**src/rtl/etu_pkg.sv**
```systemverilog
package etu_pkg;

  // Strobes from control to datapath
  typedef struct packed {
    logic resync;   // divisor write: clear both counters
    logic cardEn;   // one card clock period elapsed
  } etuStrobes_t;

  // Register addresses
  localparam int unsigned REG_RATIO    = 0;
  localparam int unsigned REG_LATCH_LO = 1;
  localparam int unsigned REG_LATCH_HI = 2;
  localparam int unsigned REG_GUARD    = 3;
  localparam int unsigned REG_SEL      = 4;

  // Reset values: 31 x 12 = 372 card clocks, one guard ETU, source 1
  localparam int unsigned DEF_RATIO    = 12;
  localparam int unsigned DEF_LATCH_LO = 31;
  localparam int unsigned DEF_LATCH_HI = 0;
  localparam int unsigned DEF_GUARD    = 1;
  localparam int unsigned DEF_SEL      = 1;

endpackage

```
**src/rtl/etu_ctrl.sv**
```systemverilog
module etu_ctrl
  import etu_pkg::*;
#(
  parameter int DATA_W  = 8,
  parameter int ADDR_W  = 3,
  parameter int NUM_SRC = 4,
  localparam int SEL_W   = $clog2(NUM_SRC),
  localparam int LATCH_W = 2 * DATA_W
) (
  input  logic               clk,
  input  logic               rstN,
  input  logic               wrEn,
  input  logic [ADDR_W-1:0]  wrAddr,
  input  logic [DATA_W-1:0]  wrData,
  input  logic [NUM_SRC-1:0] srcTick,
  output etuStrobes_t        strobes,
  output logic [LATCH_W-1:0] latchEff,
  output logic [DATA_W-1:0]  ratioEff,
  output logic [DATA_W-1:0]  guardEtus,
  output logic [SEL_W-1:0]   clkSel
);

  logic [DATA_W-1:0] ratioReg, latchLoReg, latchHiReg, guardReg;
  logic [SEL_W-1:0]  selReg;
  logic hitRatio, hitLo, hitHi, hitGuard, hitSel;
  logic [NUM_SRC-1:0] srcHit;

  assign hitRatio = wrEn && (wrAddr == ADDR_W'(REG_RATIO));
  assign hitLo    = wrEn && (wrAddr == ADDR_W'(REG_LATCH_LO));
  assign hitHi    = wrEn && (wrAddr == ADDR_W'(REG_LATCH_HI));
  assign hitGuard = wrEn && (wrAddr == ADDR_W'(REG_GUARD));
  assign hitSel   = wrEn && (wrAddr == ADDR_W'(REG_SEL));

  always_ff @(posedge clk) begin
    if (!rstN) begin
      ratioReg   <= DATA_W'(DEF_RATIO);
      latchLoReg <= DATA_W'(DEF_LATCH_LO);
      latchHiReg <= DATA_W'(DEF_LATCH_HI);
      guardReg   <= DATA_W'(DEF_GUARD);
      selReg     <= SEL_W'(DEF_SEL);
    end else begin
      if (hitRatio) ratioReg   <= wrData;
      if (hitLo)    latchLoReg <= wrData;
      if (hitHi)    latchHiReg <= wrData;
      if (hitGuard) guardReg   <= wrData;
      if (hitSel)   selReg     <= wrData[SEL_W-1:0];
    end
  end

  // Source select: one gated lane per card clock source
  for (genvar i = 0; i < NUM_SRC; i++) begin : g_src
    assign srcHit[i] = srcTick[i] && (selReg == SEL_W'(i));
  end

  // A zero divisor counts as one
  assign ratioEff = (ratioReg == '0) ? DATA_W'(1) : ratioReg;
  assign latchEff = ({latchHiReg, latchLoReg} == '0) ? LATCH_W'(1)
                                                     : {latchHiReg, latchLoReg};

  assign strobes.resync = hitRatio || hitLo || hitHi;
  assign strobes.cardEn = |srcHit;
  assign guardEtus      = guardReg;
  assign clkSel         = selReg;

  // guard write lands on the output next cycle
  p_guard_write_r8: assert property (@(posedge clk) disable iff (!rstN)
    (wrEn && wrAddr == ADDR_W'(REG_GUARD)) |=> (guardEtus == $past(wrData)));

  // select write lands on the output next cycle
  p_sel_write_r7: assert property (@(posedge clk) disable iff (!rstN)
    (wrEn && wrAddr == ADDR_W'(REG_SEL)) |=> (clkSel == $past(wrData[SEL_W-1:0])));

  // unmapped addresses leave every register alone
  p_unmapped_r9: assert property (@(posedge clk) disable iff (!rstN)
    (wrEn && wrAddr > ADDR_W'(REG_SEL)) |=>
      ($stable(latchEff) && $stable(ratioEff) && $stable(guardEtus) && $stable(clkSel)));

endmodule

```
**src/rtl/etu_datapath.sv**
```systemverilog
module etu_datapath
  import etu_pkg::*;
#(
  parameter int DATA_W  = 8,
  localparam int LATCH_W = 2 * DATA_W
) (
  input  logic               clk,
  input  logic               rstN,
  input  etuStrobes_t        strobes,
  input  logic [LATCH_W-1:0] latchEff,
  input  logic [DATA_W-1:0]  ratioEff,
  output logic               etuTick,
  output logic               sampleStrobe
);

  logic [DATA_W-1:0]  preCnt;
  logic [LATCH_W-1:0] baudCnt;
  logic [LATCH_W-1:0] halfIdx;
  logic preLast, baudLast, preWrap;

  assign halfIdx  = latchEff >> 1;
  assign preLast  = (preCnt == ratioEff - 1'b1);
  assign baudLast = (baudCnt == latchEff - 1'b1);
  assign preWrap  = strobes.cardEn && preLast;

  always_ff @(posedge clk) begin
    if (!rstN) begin
      preCnt       <= '0;
      baudCnt      <= '0;
      etuTick      <= 1'b0;
      sampleStrobe <= 1'b0;
    end else if (strobes.resync) begin
      preCnt       <= '0;
      baudCnt      <= '0;
      etuTick      <= 1'b0;
      sampleStrobe <= 1'b0;
    end else begin
      etuTick      <= preWrap && baudLast;
      sampleStrobe <= strobes.cardEn && (preCnt == '0) && (baudCnt == halfIdx);
      if (strobes.cardEn) begin
        if (preLast) begin
          preCnt  <= '0;
          baudCnt <= baudLast ? '0 : baudCnt + 1'b1;
        end else begin
          preCnt  <= preCnt + 1'b1;
        end
      end
    end
  end

  // the control never hands over a zero divisor
  p_nonzero_div_r3: assert property (@(posedge clk) disable iff (!rstN)
    (ratioEff != '0) && (latchEff != '0));

  // both counters stay below their divisors
  p_cnt_range_r2: assert property (@(posedge clk) disable iff (!rstN)
    (preCnt < ratioEff) && (baudCnt < latchEff));

  // a divisor write clears the counters and the outputs
  p_resync_r4: assert property (@(posedge clk) disable iff (!rstN)
    strobes.resync |=> (preCnt == '0 && baudCnt == '0 && !etuTick && !sampleStrobe));

  // a tick always follows a card clock enable
  p_tick_en_r6: assert property (@(posedge clk) disable iff (!rstN)
    etuTick |-> $past(strobes.cardEn));

  // the sample strobe follows an enable at prescaler count zero
  p_sample_pos_r5: assert property (@(posedge clk) disable iff (!rstN)
    sampleStrobe |-> ($past(strobes.cardEn) && $past(preCnt) == '0));

endmodule

```
**src/rtl/etu_timing_gen.sv**
```systemverilog
module etu_timing_gen
  import etu_pkg::*;
#(
  parameter int DATA_W  = 8,
  parameter int ADDR_W  = 3,
  parameter int NUM_SRC = 4,
  localparam int SEL_W   = $clog2(NUM_SRC),
  localparam int LATCH_W = 2 * DATA_W
) (
  input  logic               clk,
  input  logic               rstN,
  input  logic               wrEn,
  input  logic [ADDR_W-1:0]  wrAddr,
  input  logic [DATA_W-1:0]  wrData,
  input  logic [NUM_SRC-1:0] srcTick,
  output logic               etuTick,
  output logic               sampleStrobe,
  output logic [DATA_W-1:0]  guardEtus,
  output logic [SEL_W-1:0]   cardClkSel
);

  etuStrobes_t        strobes;
  logic [LATCH_W-1:0] latchEff;
  logic [DATA_W-1:0]  ratioEff;

  etu_ctrl #(.DATA_W(DATA_W), .ADDR_W(ADDR_W), .NUM_SRC(NUM_SRC)) u_ctrl (
    .clk       (clk),
    .rstN      (rstN),
    .wrEn      (wrEn),
    .wrAddr    (wrAddr),
    .wrData    (wrData),
    .srcTick   (srcTick),
    .strobes   (strobes),
    .latchEff  (latchEff),
    .ratioEff  (ratioEff),
    .guardEtus (guardEtus),
    .clkSel    (cardClkSel)
  );

  etu_datapath #(.DATA_W(DATA_W)) u_dp (
    .clk          (clk),
    .rstN         (rstN),
    .strobes      (strobes),
    .latchEff     (latchEff),
    .ratioEff     (ratioEff),
    .etuTick      (etuTick),
    .sampleStrobe (sampleStrobe)
  );

endmodule

```
**config.mk**
```make
export PLATFORM = sky130hd
export DESIGN_NAME = etu_timing_gen
export DESIGN_NICKNAME = d
export VERILOG_FILES = /design/src/rtl/etu_pkg.sv /design/src/rtl/etu_ctrl.sv /design/src/rtl/etu_datapath.sv /design/src/rtl/etu_timing_gen.sv
export SDC_FILE = /design/constraint.sdc
export NUM_CORES = 1
export LEC_CHECK = 0
export ABC_CLOCK_PERIOD_IN_PS = 4300
export CORE_UTILIZATION = 40
export DETAILED_ROUTE_END_ITERATION = 8
export PLACE_DENSITY = 0.59
export SYNTH_ARGS = -nofsm -noshare
export SYNTH_HDL_FRONTEND = slang
export SYNTH_SLANG_ARGS = --single-unit
export TNS_END_PERCENT = 100
```
**constraint.sdc**
```tcl
create_clock -name clk -period 4.3 [get_ports clk]
set_input_delay 1.29 -clock clk [delete_from_list [all_inputs] [get_ports clk]]
set_output_delay 1.29 -clock clk [all_outputs]
set_load 0.05 [all_outputs]
```
==> Yosys cells after proc, flatten, opt, wreduce, memory -nomap -nowiden <==
Index checks and enable logic that the tools add are counted.
{ "word_totals": {"ff_bits": 60, "in_bits": 18, "output_inout_bits": 12, "wordCells": 51} }
{ "op_classes": {"add_sub_neg": 4, "eq_ne": 10, "n_mux": 4, "bitwise_logic": 1, "reduce_logical": 23} }
{ "op_table": {"columns": ["operator", "count"], "rows": [
  ["2-to-1 mux 16 bit", 2],
  ["adder 16 x 1 -> 16 bit (second input constant)", 1],
  ["== test 16 x 15 -> 1 bit", 1],
  ["== test 16 bit", 1],
  ["logical NOT 16 bit", 1],
  ["logical NOT 8 bit", 2],
  ["2-to-1 mux 8 bit", 2],
  ["subtractor 16 x 1 -> 16 bit (second input constant)", 1],
  ["logical AND 1 bit", 13],
  ["adder 8 x 1 -> 8 bit (second input constant)", 1],
  ["== test 8 bit", 1],
  ["subtractor 8 x 1 -> 8 bit (second input constant)", 1],
  ["== test 3 x 2 -> 1 bit (second input constant)", 2],
  ["== test 2 bit (second input constant)", 2],
  ["OR reduction 4 bit", 1],
  ["== test 3 x 1 -> 1 bit (second input constant)", 1],
  ["== test 3 bit (second input constant)", 1],
  ["logical NOT 3 bit", 1],
  ["== test 2 x 1 -> 1 bit (second input constant)", 1],
  ["logical NOT 2 bit", 1],
  ["logical OR 1 bit", 2],
  ["AND reduction 2 bit", 1],
  ["OR reduction 2 bit", 1],
  ["NOT 1 bit", 1]
]} }

==> Logic depth before layout (Yosys ltp) <==
{ "depth": {"depth_word": 6, "depth_mapped": 16, "ltp_nobuf": 12} }

==> By module <==
Synthesis repeated with hierarchy kept, for this count alone.
{ "unflattened": {"cells_unflattened": 460, "area_unflattened_um2": 3887.5} }
{ "by_module_without_submodules": {"columns": ["mod", "n_inst", "cells_per_inst", "area_per_inst_um2"], "rows": [
  ["etu_datapath", 1, 293, 2386.0],
  ["etu_ctrl", 1, 167, 1501.4]
]} }

==> Worst setup path after synthesis <==
OpenSTA, ideal clock, no wires.
{ "synth_path": {"path_type": "reg-to-reg", "start": "register u_ctrl.latchLoReg[2]", "end": "register u_dp.baudCnt[10]", "setup_time_ns": 0.132, "arrival_time_ns": 3.326, "required_time_ns": 4.168, "setup_slack_ns": 0.842, "path_stages_with_launch": 17, "path_buffers": 4, "cell_sequence": "dfxtp_1 buf_6 or4_1 buf_2 or2_0 clkbuf_2 nor2_1 nor2_1 ha_1 or4b_2 nor2_1 xnor2_1 a2111oi_0 o2111ai_1 nor4_4 buf_6 nor3_1"} }
{ "synth_via": {"elab_chain_len": 5} }
{ "synth_rtl": {"columns": ["element", "line_no", "source"], "rows": [
  ["start, declared", "etu_ctrl.sv:23", "logic [DATA_W-1:0] ratioReg, latchLoReg, latchHiReg, guardReg;"],
  ["start signal, assigned", "etu_ctrl.sv:37", "latchLoReg <= DATA_W'(DEF_LATCH_LO);"],
  ["start signal, assigned", "etu_ctrl.sv:43", "if (hitLo) latchLoReg <= wrData;"],
  ["logical NOT 16 bit", "etu_ctrl.sv:57", "assign latchEff = ({latchHiReg, latchLoReg} == '0) ? LATCH_W'(1)"],
  ["2-to-1 mux 16 bit (*)", "etu_ctrl.sv:57", null],
  ["subtractor 16 x 1 -> 16 bit (*)", "etu_datapath.sv:23", "assign baudLast = (baudCnt == latchEff - 1'b1);"],
  ["== test 16 bit (*)", "etu_datapath.sv:23", null],
  ["2-to-1 mux 16 bit (*)", "etu_datapath.sv:43", "baudCnt <= baudLast ? '0 : baudCnt + 1'b1;"],
  ["end signal, assigned", "etu_datapath.sv:43", null],
  ["end, declared", "etu_datapath.sv:17", "logic [LATCH_W-1:0] baudCnt;"]
]} }
Every way passes the cells marked *; elsewhere a longest branch is shown, timed or not.
A chain may end at the register's enable or synchronous reset.

==> Final worst setup path <==
{ "layout_path": {"start": "register u_ctrl.latchLoReg[2]", "end": "register u_dp.baudCnt[13]"} }
Same word-level chain as after synthesis.

==> results.txt <==
Post-CTS sizing -> 0
Die H -> 97.0 um
Initial antenna violation count -> 0
Unrepaired setup endpoints after global routing -> no
Syn nets -> 479
CTS Sinks -> 60
Vias in the first global route -> 3100
Max-slew violation count -> 0
Clock transition at the registers of the reported paths -> 0.07 ns
Setup TNS -> 0 ns
Worst reg-to-reg setup slack -> 0.33 ns
Die area -> 9400 um^2
Gr ovfl total -> 0
Worst Hold Class -> flop to flop
CP max stage cell -> or4b_2
Crit Path Max Fanout -> 16
H-Tree Depth -> 3
Core area -> 8720 um^2
HP Start -> u_ctrl.guardEtus[2]
Synth warn -> 0
Highest Clock Rate -> 252 MHz
Cells on Worst Hold Path -> 2
HPWL Detailed -> 6810 um
Post-CTS setup buffer count -> 0
Hold Vio Cnt, Final -> 0
WP data arrival -> 4.17 ns
Critical-path cell list -> or4_1 > or2_0 > nor2_1 > nor2_1 > ha_1 > or4b_2 > nor3_1 > o21ai_0 > a2111oi_0 > o2111ai_1 > nor4_4 > buf_4 > nor3_1
Required @ worst endpoint -> 4.50 ns
Mean routed wirelength per cell -> 15.5 um
Vias -> 3155
Setup crit end kind -> flop
Status -> finished clean
Final period util -> 92.2%
Chip width -> 97.0 um
Largest net degree at the start of global routing -> 35
First-pass GRT wire length -> 15500 um
CTS tree -> done
Final Skew -> 0.00877 ns
Yosys cell types -> 54
Total Routing Usage GR -> 20.4%
Largest stage delay, worst path -> 0.68 ns
# IOs -> 30
Yosys reg bits -> 60
Hold_buf cts -> 0
Number of vias per cell -> 5.40
Initial core utilization -> 41.4%
Layout cells sized above 1 -> 6.72%
Slew @ Worst Pin -> 0.803 ns
Number of enable flip-flop cells after synthesis -> 0
Antenna Cells -> 0
Synth Flop Type -> dfxtp_1
Setup crit end -> u_dp.baudCnt[13]
Slew margin rel. -> 46.0%
CTS buffer count -> 9
Routed wire length -> 9070 um
Switching part of the total -> 26.9%
Row cnt -> 34
Pwr dens -> 280 nW/um^2
Combinational share of power -> 11.1%
Finish-stage setup viols -> 0
Start point of the critical path -> u_ctrl.latchLoReg[2]
Internal Power -> 0.840 mW
Async SR Flop Fraction -> 0%
Pleak -> 1.43 nW
Max cap viols -> 0
Post-Synthesis Cells -> 456
Seq pwr share -> 50.4%
Antenna-violating nets left -> 0
CP Class -> flop to flop
Synth Area per Inst -> 7.91 um^2
Pre-Repair DR Iteration Count -> 4
Hold_ws -> 0.465 ns
Switch Pwr -> 0.309 mW
DR iter-0 viols -> 132
Reg2Reg Depth -> 13
CP startpoint kind -> flop
Worst r2r dst -> u_dp.baudCnt[13]
Final min period -> 3.97 ns
Post-Synthesis Cell Area -> 3610 um^2
GPL Wtd Cong -> 0.952
Sequential element share of the synthesized area -> 33.3%
Clk Tree Root Cell -> clkbuf_8
Longest Clk Path Bufs -> 2
Maximum VDD drop -> 0.148 mV
Crit Reg-Reg Startpoint -> u_ctrl.latchLoReg[2]
DRC viols -> 0
Layout area overhead -> 14.0%
Port Buffers -> 29
Clock network power share -> 38.6%
Fin nets -> 494
Latest clock arrival within the worst-skew pair -> 0.34 ns
==> Yosys cell counts, drive strengths merged, types with 7 or more instances <==
cell	instances	share of area [%]
nand2	81	8.4
a21boi	25	5.2
nor4	11	2.3
clkbuf	28	3.0
inv	11	1.1
dfxtp	60	33
and3	7	1.2
xor2	24	5.8
nand3	22	3.1
xnor2	34	8.3
nand4	9	1.6
nor3	37	5.1
a21oi	7	0.97
nor2	24	2.5
==> worst max-delay path: cells and delay by family, from the launching register on <==
family	cells	cell delay [ns]
buffers and inverters	1	0.25
adders and majority gates	1	0.26
AOI/OAI and AO/OA	3	0.77
DFF	1	0.50
and+or+nand+nor	8	2.06
==> cells in the final DEF, fill, tap and decap left out, types with 4 or more instances in the layout <==
cell type         n
o21ai_0           5
xor2_1           24
nand2_1          81
clkinv_2          4
inv_1            11
buf_4             6
clkdlybuf4s50_1  29
and3_1            7
dfxtp_1          60
nand4_1           9
a21oi_1           7
nor3_1           37
and2_1            4
nor2_1           24
nor2b_1           4
o211ai_1          4
ha_1              5
mux2i_1           5
nor4_1           10
a21boi_0         25
clkbuf_8         10
nand3_1          22
xnor2_1          34
==> per-layer routing <==
metal  part of all wire [%]  vias to the layer above  track usage (%)
met2                     48                       60             34.0
met1                     47                     1473             26.2
li1                       -                     1610                -
met5                      0                        -                0
met4                    1.9                        0             7.12
met3                    3.3                       12             4.12
==> cells by family (layout without fill, tap and decap cells) <==
| kind of cell | after synthesis | count (layout) | synth area share (%) |
|---|---|---|---|
| buffers and inverters | 42 | 62 | 4.89 |
| XOR/XNOR | 59 | 59 | 14.7 |
| multiplexers | 7 | 7 | 2.32 |
| AND/OR/NAND/NOR | 223 | 223 | 30.8 |
| flip-flops | 60 | 60 | 33.3 |
| adder cells (fa/ha/maj) | 5 | 5 | 1.73 |
| AO/OA/AOI/OAI | 60 | 60 | 12.2 |
==> how the worst min path moves through the flow <==
stage	to	slack [ns]
2_1_floorplan	u_ctrl.ratioReg[7]	0.46
5_1_grt	u_ctrl.guardEtus[6]	0.48
4_1_cts	u_ctrl.guardEtus[2]	0.47
6_report	u_ctrl.guardEtus[2]	0.46
3_5_place_dp	u_ctrl.guardEtus[2]	0.46
3_3_place_gp	u_ctrl.guardEtus[6]	0.45
==> flip-flops by register name, summed over array words and instances (netlist names) <==
name               count
u_ctrl.clkSel          2
u_ctrl.guardEtus       8
u_ctrl.latchHiReg      8
u_ctrl.latchLoReg      8
u_ctrl.ratioReg        8
u_dp.baudCnt          16
u_dp.etuTick           1
u_dp.preCnt            8
u_dp.sampleStrobe      1
==> stage by stage <==
step | cells | power [mW] | utilization (%) | setup WS, ns | instance area [um^2]
after CTS | 584 | 1.16 | 47.1 | 0.396 | 4110
after floorplan | 456 | 0.665 | - | 0.842 | 3610
after global placement | 568 | 0.717 | 45.2 | 0.488 | 3940
after global routing | 584 | 1.20 | 47.1 | 0.0872 | 4110
final | 584 | 1.15 | 47.1 | 0.335 | 4110
after detailed placement | 568 | 0.718 | 45.2 | 0.415 | 3940
==> power by group through the flow <==
| stage | Sequential (mW) | Clock (mW) | Combinational (mW) |
|---|---|---|---|
| 2_1_floorplan | 0.592 | 0 | 0.0728 |
| 3_3_place_gp | 0.591 | 0 | 0.126 |
| 3_5_place_dp | 0.591 | 0 | 0.126 |
| 4_1_cts | 0.579 | 0.454 | 0.127 |
| 5_1_grt | 0.580 | 0.480 | 0.140 |
| 6_report | 0.579 | 0.443 | 0.127 |
==> cell type report <==
class | instances | area [um^2]
clock buffers | 11 | 141
clock inverters | 5 | 27.5
multi-input cells | 354 | 2230
well taps | 108 | 135
flip-flops and latches | 60 | 1200
inverters | 11 | 41.3
repair buffers | 35 | 335
fillers | 853 | 4610
(Power assumes the default switching activity.)
